**src/rtl/async_tx_pkg.sv**
```systemverilog
package async_tx_pkg;

    // Framing selection carried from the configuration ports into the framer.
    typedef struct packed {
        logic [1:0] rate;     // 00: 1x, 01: 16x, 1x: 64x
        logic [1:0] len;      // data bits = MIN_BITS + len
        logic       par_en;
        logic       par_odd;
        logic [1:0] stop;     // 00: 1, 01: 1.5, 1x: 2
    } tx_cfg_t;

endpackage

```
**src/rtl/async_tx_holdreg.sv**
```systemverilog
module async_tx_holdreg #(
    parameter int DATA_W = 8
) (
    input  logic              clk,
    input  logic              rst_n,
    input  logic              wr_stb,
    input  logic [DATA_W-1:0] wr_data,
    input  logic              take,
    output logic              full,
    output logic [DATA_W-1:0] data
);

    typedef struct packed {
        logic              full;
        logic [DATA_W-1:0] data;
    } hold_t;

    hold_t st_d, st_q;

    always_comb begin
        st_d = st_q;
        // take is only raised while full, so it never meets an accepted write
        if (take) begin
            st_d.full = 1'b0;
        end
        if (wr_stb && !st_q.full) begin
            st_d.full = 1'b1;
            st_d.data = wr_data;
        end
    end

    always_ff @(posedge clk) begin
        if (!rst_n) begin
            st_q <= '0;
        end else begin
            st_q <= st_d;
        end
    end

    assign full = st_q.full;
    assign data = st_q.data;

endmodule

```
**src/rtl/async_tx_framer.sv**
```systemverilog
module async_tx_framer
    import async_tx_pkg::*;
#(
    parameter int DATA_W   = 8,
    parameter int MIN_BITS = 5,
    parameter int FRAME_W  = DATA_W + 4,
    parameter int BIT_W    = $clog2(FRAME_W + 1)
) (
    input  tx_cfg_t            cfg,
    input  logic [DATA_W-1:0]  data,
    output logic [FRAME_W-1:0] frame,
    output logic [BIT_W-1:0]   nbits,
    output logic               half_last
);

    int   nd;
    logic one_x;
    logic two_slots;
    logic par;

    always_comb begin
        nd        = MIN_BITS + int'(cfg.len);
        one_x     = (cfg.rate == 2'b00);
        two_slots = (cfg.stop != 2'b00);
        half_last = (cfg.stop == 2'b01) && !one_x;
        par       = cfg.par_odd;
        frame     = '1;
        frame[0]  = 1'b0;
        for (int i = 0; i < DATA_W; i++) begin
            if (i < nd) begin
                frame[i+1] = data[i];
                par        = par ^ data[i];
            end
        end
        for (int j = 0; j < FRAME_W; j++) begin
            if (cfg.par_en && (j == nd + 1)) begin
                frame[j] = par;
            end
        end
        nbits = BIT_W'(1 + nd + (cfg.par_en ? 1 : 0) + (two_slots ? 2 : 1));
    end

endmodule

```
**src/rtl/async_tx_shifter.sv**
```systemverilog
module async_tx_shifter #(
    parameter int FRAME_W = 12,
    parameter int BIT_W   = 4,
    parameter int LEN_W   = 7
) (
    input  logic               clk,
    input  logic               rst_n,
    input  logic               load,
    input  logic [FRAME_W-1:0] frame_in,
    input  logic [BIT_W-1:0]   nbits_in,
    input  logic               half_in,
    input  logic [LEN_W-1:0]   bitlen_in,
    output logic               active,
    output logic               cur_bit,
    output logic               last_cycle
);

    typedef struct packed {
        logic               active;
        logic [FRAME_W-1:0] frame;
        logic [BIT_W-1:0]   left;
        logic [LEN_W-1:0]   tick;
        logic [LEN_W-1:0]   bitlen;
        logic               half;
    } shf_t;

    shf_t st_d, st_q;

    assign last_cycle = st_q.active && (st_q.tick == '0) && (st_q.left == BIT_W'(1));

    always_comb begin
        st_d = st_q;
        if (st_q.active) begin
            if (st_q.tick != '0) begin
                st_d.tick = st_q.tick - LEN_W'(1);
            end else if (st_q.left != BIT_W'(1)) begin
                st_d.frame = {1'b1, st_q.frame[FRAME_W-1:1]};
                st_d.left  = st_q.left - BIT_W'(1);
                st_d.tick  = (st_q.left == BIT_W'(2) && st_q.half)
                           ? (st_q.bitlen >> 1) - LEN_W'(1)
                           : st_q.bitlen - LEN_W'(1);
            end else begin
                st_d.active = 1'b0;
            end
        end
        if (load) begin
            st_d.active = 1'b1;
            st_d.frame  = frame_in;
            st_d.left   = nbits_in;
            st_d.tick   = bitlen_in - LEN_W'(1);
            st_d.bitlen = bitlen_in;
            st_d.half   = half_in;
        end
    end

    always_ff @(posedge clk) begin
        if (!rst_n) begin
            st_q       <= '0;
            st_q.frame <= '1;
        end else begin
            st_q <= st_d;
        end
    end

    assign active  = st_q.active;
    assign cur_bit = st_q.frame[0];

endmodule

```
**src/rtl/async_tx.sv**
```systemverilog
module async_tx
    import async_tx_pkg::*;
#(
    parameter int DATA_W   = 8,
    parameter int MIN_BITS = 5,
    parameter int FAC_MID  = 16,
    parameter int FAC_HI   = 64
) (
    input  logic              clk,
    input  logic              rst_n,
    input  logic              cfg_ok,
    input  logic [1:0]        rate_sel,
    input  logic [1:0]        len_sel,
    input  logic              par_en,
    input  logic              par_odd,
    input  logic [1:0]        stop_sel,
    input  logic              tx_en,
    input  logic              cts_n,
    input  logic              brk,
    input  logic              wr_stb,
    input  logic [DATA_W-1:0] wr_data,
    output logic              txd,
    output logic              tx_rdy,
    output logic              tx_empty
);

    localparam int CNT_W   = $clog2(FAC_HI);
    localparam int LEN_W   = CNT_W + 1;
    localparam int FRAME_W = DATA_W + 4;
    localparam int BIT_W   = $clog2(FRAME_W + 1);

    tx_cfg_t            cfg;
    logic               hold_full;
    logic [DATA_W-1:0]  hold_data;
    logic [FRAME_W-1:0] frame;
    logic [BIT_W-1:0]   nbits;
    logic               half_last;
    logic [LEN_W-1:0]   bitlen;
    logic               sh_active;
    logic               sh_bit;
    logic               sh_last;
    logic               load;

    assign cfg = '{rate: rate_sel, len: len_sel, par_en: par_en,
                   par_odd: par_odd, stop: stop_sel};

    always_comb begin
        case (rate_sel)
            2'b00:   bitlen = LEN_W'(1);
            2'b01:   bitlen = LEN_W'(FAC_MID);
            default: bitlen = LEN_W'(FAC_HI);
        endcase
    end

    // gating is checked only at a frame boundary, so a running frame always completes
    assign load = cfg_ok && tx_en && !cts_n && hold_full && (!sh_active || sh_last);

    async_tx_holdreg #(.DATA_W(DATA_W)) u_hold (
        .clk     (clk),
        .rst_n   (rst_n),
        .wr_stb  (wr_stb),
        .wr_data (wr_data),
        .take    (load),
        .full    (hold_full),
        .data    (hold_data)
    );

    async_tx_framer #(
        .DATA_W   (DATA_W),
        .MIN_BITS (MIN_BITS),
        .FRAME_W  (FRAME_W),
        .BIT_W    (BIT_W)
    ) u_framer (
        .cfg       (cfg),
        .data      (hold_data),
        .frame     (frame),
        .nbits     (nbits),
        .half_last (half_last)
    );

    async_tx_shifter #(
        .FRAME_W (FRAME_W),
        .BIT_W   (BIT_W),
        .LEN_W   (LEN_W)
    ) u_shift (
        .clk        (clk),
        .rst_n      (rst_n),
        .load       (load),
        .frame_in   (frame),
        .nbits_in   (nbits),
        .half_in    (half_last),
        .bitlen_in  (bitlen),
        .active     (sh_active),
        .cur_bit    (sh_bit),
        .last_cycle (sh_last)
    );

    assign txd      = !cfg_ok ? 1'b1 : (brk ? 1'b0 : (sh_active ? sh_bit : 1'b1));
    assign tx_rdy   = !hold_full;
    assign tx_empty = !hold_full && !sh_active;

endmodule

```
**config.mk**
```make
export PLATFORM = sky130hd
export DESIGN_NAME = async_tx
export DESIGN_NICKNAME = d
export VERILOG_FILES = /design/src/rtl/async_tx_pkg.sv /design/src/rtl/async_tx_holdreg.sv /design/src/rtl/async_tx_framer.sv /design/src/rtl/async_tx_shifter.sv /design/src/rtl/async_tx.sv
export SDC_FILE = /design/constraint.sdc
export NUM_CORES = 1
export LEC_CHECK = 0
export ABC_AREA = 1
export BUFFER_PORTS_ARGS = -buffer_cell sky130_fd_sc_hd__buf_2
export CAP_MARGIN = 20
export CORE_MARGIN = 1.5
export CORE_UTILIZATION = 50
export DETAILED_ROUTE_END_ITERATION = 8
export PLACE_DENSITY = 0.72
export SLEW_MARGIN = 20
export SYNTH_ARGS = -nofsm -noshare
export SYNTH_HDL_FRONTEND = slang
export SYNTH_SLANG_ARGS = --single-unit
```
**constraint.sdc**
```tcl
create_clock -name clk -period 2.1 [get_ports clk]
set_clock_uncertainty 0.1 [all_clocks]
set_input_delay 0.42 -clock clk [delete_from_list [all_inputs] [get_ports clk]]
set_output_delay 0.42 -clock clk [all_outputs]
set_load 0.01 [all_outputs]
```
==> insert_results.sql <==
INSERT INTO impl_metrics (metric_group, metric, value, unit) VALUES
('yosys', 'number_of_synthesized_register_bits', '37', ''),
('yosys', 'synth_area', '2520', 'µm²'),
('die', 'dieHeight', '73.9', 'µm'),
('routing', 'routed_wire_length_per_instance', '11.3', 'µm'),
('layout', 'layout.cells.non_filler', '492', ''),
('yosys', 'compound_gate_fraction_of_synth_area', '16.5', '%'),
('routing', 'finalWirelength', '5550', 'µm'),
('yosys', 'synth_simple_gate_area_share', '31.0', '%'),
('flow_run', 'cap_viol_max_count', '0', ''),
('yosys', 'synth_warnings', '0', ''),
('clock_network', 'cts_root_buf', 'sky130_fd_sc_hd__clkbuf_8', ''),
('placed_design', 'placed_cells_incl_taps', '484', ''),
('setup_path', 'cp-start-kind', 'flip-flop', ''),
('sta', 'final-setup-viol-count', '0', ''),
('sta', 'max_freq', '519', 'MHz'),
('setup_path', 'timing.critical_path.to_type', 'flip-flop', ''),
('power', 'power.share.combinational', '26.4', '%'),
('sta', 'final_period_minus_worst_setup_slack', '1930', 'ps'),
('global_routing', 'first_global_vias', '2200', ''),
('min_path', 'timing.hold.worst.class', 'in -> reg', ''),
('power', 'switching_share_of_total_power', '32.2', '%'),
('setup_path', 'slowest_library_cell_on_the_worst_path', 'sky130_fd_sc_hd__dfxtp_2', ''),
('yosys', 'synthesis.instances', '383', ''),
('power', 'powerDensity', '583', 'nW/µm²'),
('yosys', 'synth_top_flop_cell', 'sky130_fd_sc_hd__dfxtp_1', ''),
('setup_path', 'worst_r2r_path_depth', '14', ''),
('yosys', 'combinational_family_with_the_most_area_after_synthesis', 'simple AND/OR/NAND/NOR gates', ''),
('routing', 'initialDrtViolationCount', '162', ''),
('yosys', 'synth.avg_cell_area', '6.57', 'µm²'),
('setup_path', 'worst_setup_path_startpoint', 'u_shift.st_q[15]', ''),
('die', 'pin_count', '26', ''),
('sta', 'worst_max_slew_pin_slew', '437', 'ps'),
('run_status', 'outcome', 'complete, no violations', ''),
('global_routing', 'grt_antenna_before_repair', '0', ''),
('setup_path', 'cp.buffers_inverters', '2', ''),
('setup_path', 'endpoint', 'u_shift.st_q[14]', ''),
('layout', 'final_core_utilization', '61.2', '%'),
('setup_path', 'max_stage_delay', '350', 'ps'),
('layout', 'fillerInstances', '469', ''),
('yosys', 'synth.lib_cells_used.distinct', '34', ''),
('yosys', 'synthMuxAreaShare', '0', '%'),
('yosys', 'synth-async-reset-ratio', '0', '%'),
('routing', 'dr_total_vias', '2390', ''),
('setup_path', 'path_max_fanout', '4', ''),
('setup_path', 'worst_r2r_startpoint', 'u_shift.st_q[15]', ''),
('layout', 'antennaDiodeCount', '0', ''),
('global_routing', 'grt.total_usage', '22.6', '%'),
('sta', 'worst_slew_margin_rel', '70.8', '%'),
('clock_network', 'cts.clk_slew.worst_paths', '80', 'ps'),
('layout', 'layout_common_cells', 'sky130_fd_sc_hd__nand2_1 (101), sky130_fd_sc_hd__inv_1 (48), sky130_fd_sc_hd__nor2_1 (40)', ''),
('yosys', 'synth_edf_count', '0', ''),
('power', 'max_ir_drop_vdd', '0.280', 'mV'),
('clock_network', 'clockBufferDepth', '2', ''),
('sta', 'setup_repair_after_global_routing_missed_its_margin', 'yes', ''),
('setup_path', 'worstReg2RegEnd', 'u_shift.st_q[14]', ''),
('yosys', 'syn-num-nets', '423', ''),
('power', 'clock_power_share', '28.3', '%'),
('layout', 'layout-area-overhead-vs-synth', '16.4', '%'),
('sta', 'final.hold.worst_slack', '255', 'ps'),
('die', 'rows', '25', ''),
('setup_path', 'cp_common_cell', 'sky130_fd_sc_hd__nand2_1', ''),
('setup_path', 'r2r_slack', '170', 'ps'),
('setup_path', 'critical_path_class', 'reg -> reg', ''),
('die', 'core', '4790', 'µm²'),
('yosys', 'fraction_of_the_mapped_netlist_area_in_adder_cells', '9.05', '%'),
('setup_path', 'worstPathCellList', 'inv_2, ha_1, nand3_1, nand3_1, nand2_1, inv_1, ha_2, nand2_1, a21oi_2, nand3_1, nand3_1, nand2_1, nand2_1, nand2_1', ''),
('layout', 'combined_area_of_the_multi_input_logic_cells', '1540', 'µm²'),
('routing', 'drc_errors', '0', ''),
('die', 'die_span_x', '73.9', 'µm'),
('power', 'seq_power_share', '45.3', '%'),
('routing', 'drt.antenna.violating_nets', '0', '');
[kinds of logic (layout without fill, tap and decap cells)]
family,count (synthesis),in the layout
AND/OR/NAND/NOR,180,180
AO/OA/AOI/OAI,73,73
buffers and inverters,66,108
flip-flops,37,37
adder cells (fa/ha/maj),17,17
XOR/XNOR,10,10
[sequential cells by signal, indices dropped and copies added (netlist names)]
register	cells
u_shift.active	1
u_shift.st_q	26
u_hold.data	8
u_hold.full	1
u_shift.cur_bit	1
[metal layers]
metal,GRT usage [%],share of wire [%],vias up
li1,-,-,1282
met5,0,0,-
met4,5.35,0.72,0
met2,33.5,41,49
met3,5.69,5.4,5
met1,32.9,52,1054
[cell usage after synthesis, types with 2 or more instances]
cell                       count  area, µm²
sky130_fd_sc_hd__a21oi_1      26        130
sky130_fd_sc_hd__nand3b_1      5       37.5
sky130_fd_sc_hd__clkbuf_1      4       15.0
sky130_fd_sc_hd__xor2_1        5       43.8
sky130_fd_sc_hd__buf_4         2       15.0
sky130_fd_sc_hd__o211ai_1      3       22.5
sky130_fd_sc_hd__buf_2         3       15.0
sky130_fd_sc_hd__inv_1        51        191
sky130_fd_sc_hd__fa_1          2       40.0
sky130_fd_sc_hd__xnor2_1       5       43.8
sky130_fd_sc_hd__inv_2         4       15.0
sky130_fd_sc_hd__ha_1         15        188
sky130_fd_sc_hd__or2_2         3       18.8
sky130_fd_sc_hd__dfxtp_1      37        741
sky130_fd_sc_hd__nand3_1      17       85.1
sky130_fd_sc_hd__o21ai_0      29        145
sky130_fd_sc_hd__nand2_1     103        387
sky130_fd_sc_hd__nor2_1       41        154
sky130_fd_sc_hd__nor2_2        4       25.0
sky130_fd_sc_hd__nor3_1        2       10.0
sky130_fd_sc_hd__nor2_8        2       40.0
sky130_fd_sc_hd__a31oi_1       2       12.5
sky130_fd_sc_hd__o21ai_1       7       35.0
[worst min path at each step]
stage,slack (ps),to,depth (start not counted),startpoint
floorplan,340,u_shift.st_q[27],2,u_shift.st_q[27]
global placement,350,u_shift.st_q[27],2,u_shift.st_q[27]
detailed placement,360,u_shift.st_q[27],2,u_shift.st_q[27]
CTS,260,u_hold.data[5],3,wr_data[5]
global route,260,u_hold.data[3],3,wr_data[3]
finish,250,u_hold.data[5],3,wr_data[5]
[worst register-to-register path, stage by stage (launching register included)]
cell and delay (ps):
sky130_fd_sc_hd__dfxtp_2 350, sky130_fd_sc_hd__inv_2 70, sky130_fd_sc_hd__ha_1 160, sky130_fd_sc_hd__nand3_1 110
sky130_fd_sc_hd__nand3_1 100, sky130_fd_sc_hd__nand2_1 70, sky130_fd_sc_hd__inv_1 80, sky130_fd_sc_hd__ha_2 190
sky130_fd_sc_hd__nand2_1 110, sky130_fd_sc_hd__a21oi_2 140, sky130_fd_sc_hd__nand3_1 90, sky130_fd_sc_hd__nand3_1 100
sky130_fd_sc_hd__nand2_1 60, sky130_fd_sc_hd__nand2_1 50, sky130_fd_sc_hd__nand2_1 40
[timing repair]
item                       in CTS  in global routing
setup endpoints to repair       0                 14
hold buffers                    0                  0
resized for setup               0                 18
[stage by stage]
step	setup TNS (ps)	area, µm²	total power, mW	setup slack [ps]
finish	0	2930	1.71	172
global route	-7.91	2930	1.82	-6.63
CTS	0	2890	1.70	93.3
detailed placement	-1440	2810	1.22	-156
global placement	-867	2810	1.21	-102
floorplan	0	2520	1.09	85.0
[cell type report]
type / instances / area share (%)
Timing Repair Buffer: 44 / 9.23
Multi-Input combinational cell: 280 / 52.5
Inverter: 56 / 7.18
Sequential cell: 37 / 25.4
Tap cell: 67 / 2.86
Clock buffer: 6 / 2.48
Clock inverter: 2 / 0.342
[power by group through the flow]
stage               Sequential (mW)  Combinational, mW  Clock (mW)
finish                        0.774              0.450       0.484
CTS                           0.773              0.435       0.495
global placement              0.787              0.425           0
floorplan                     0.779              0.312           0
global route                  0.779              0.522       0.522
detailed placement            0.789              0.433           0
No activity file was read; power rests on OpenSTA's default activity.
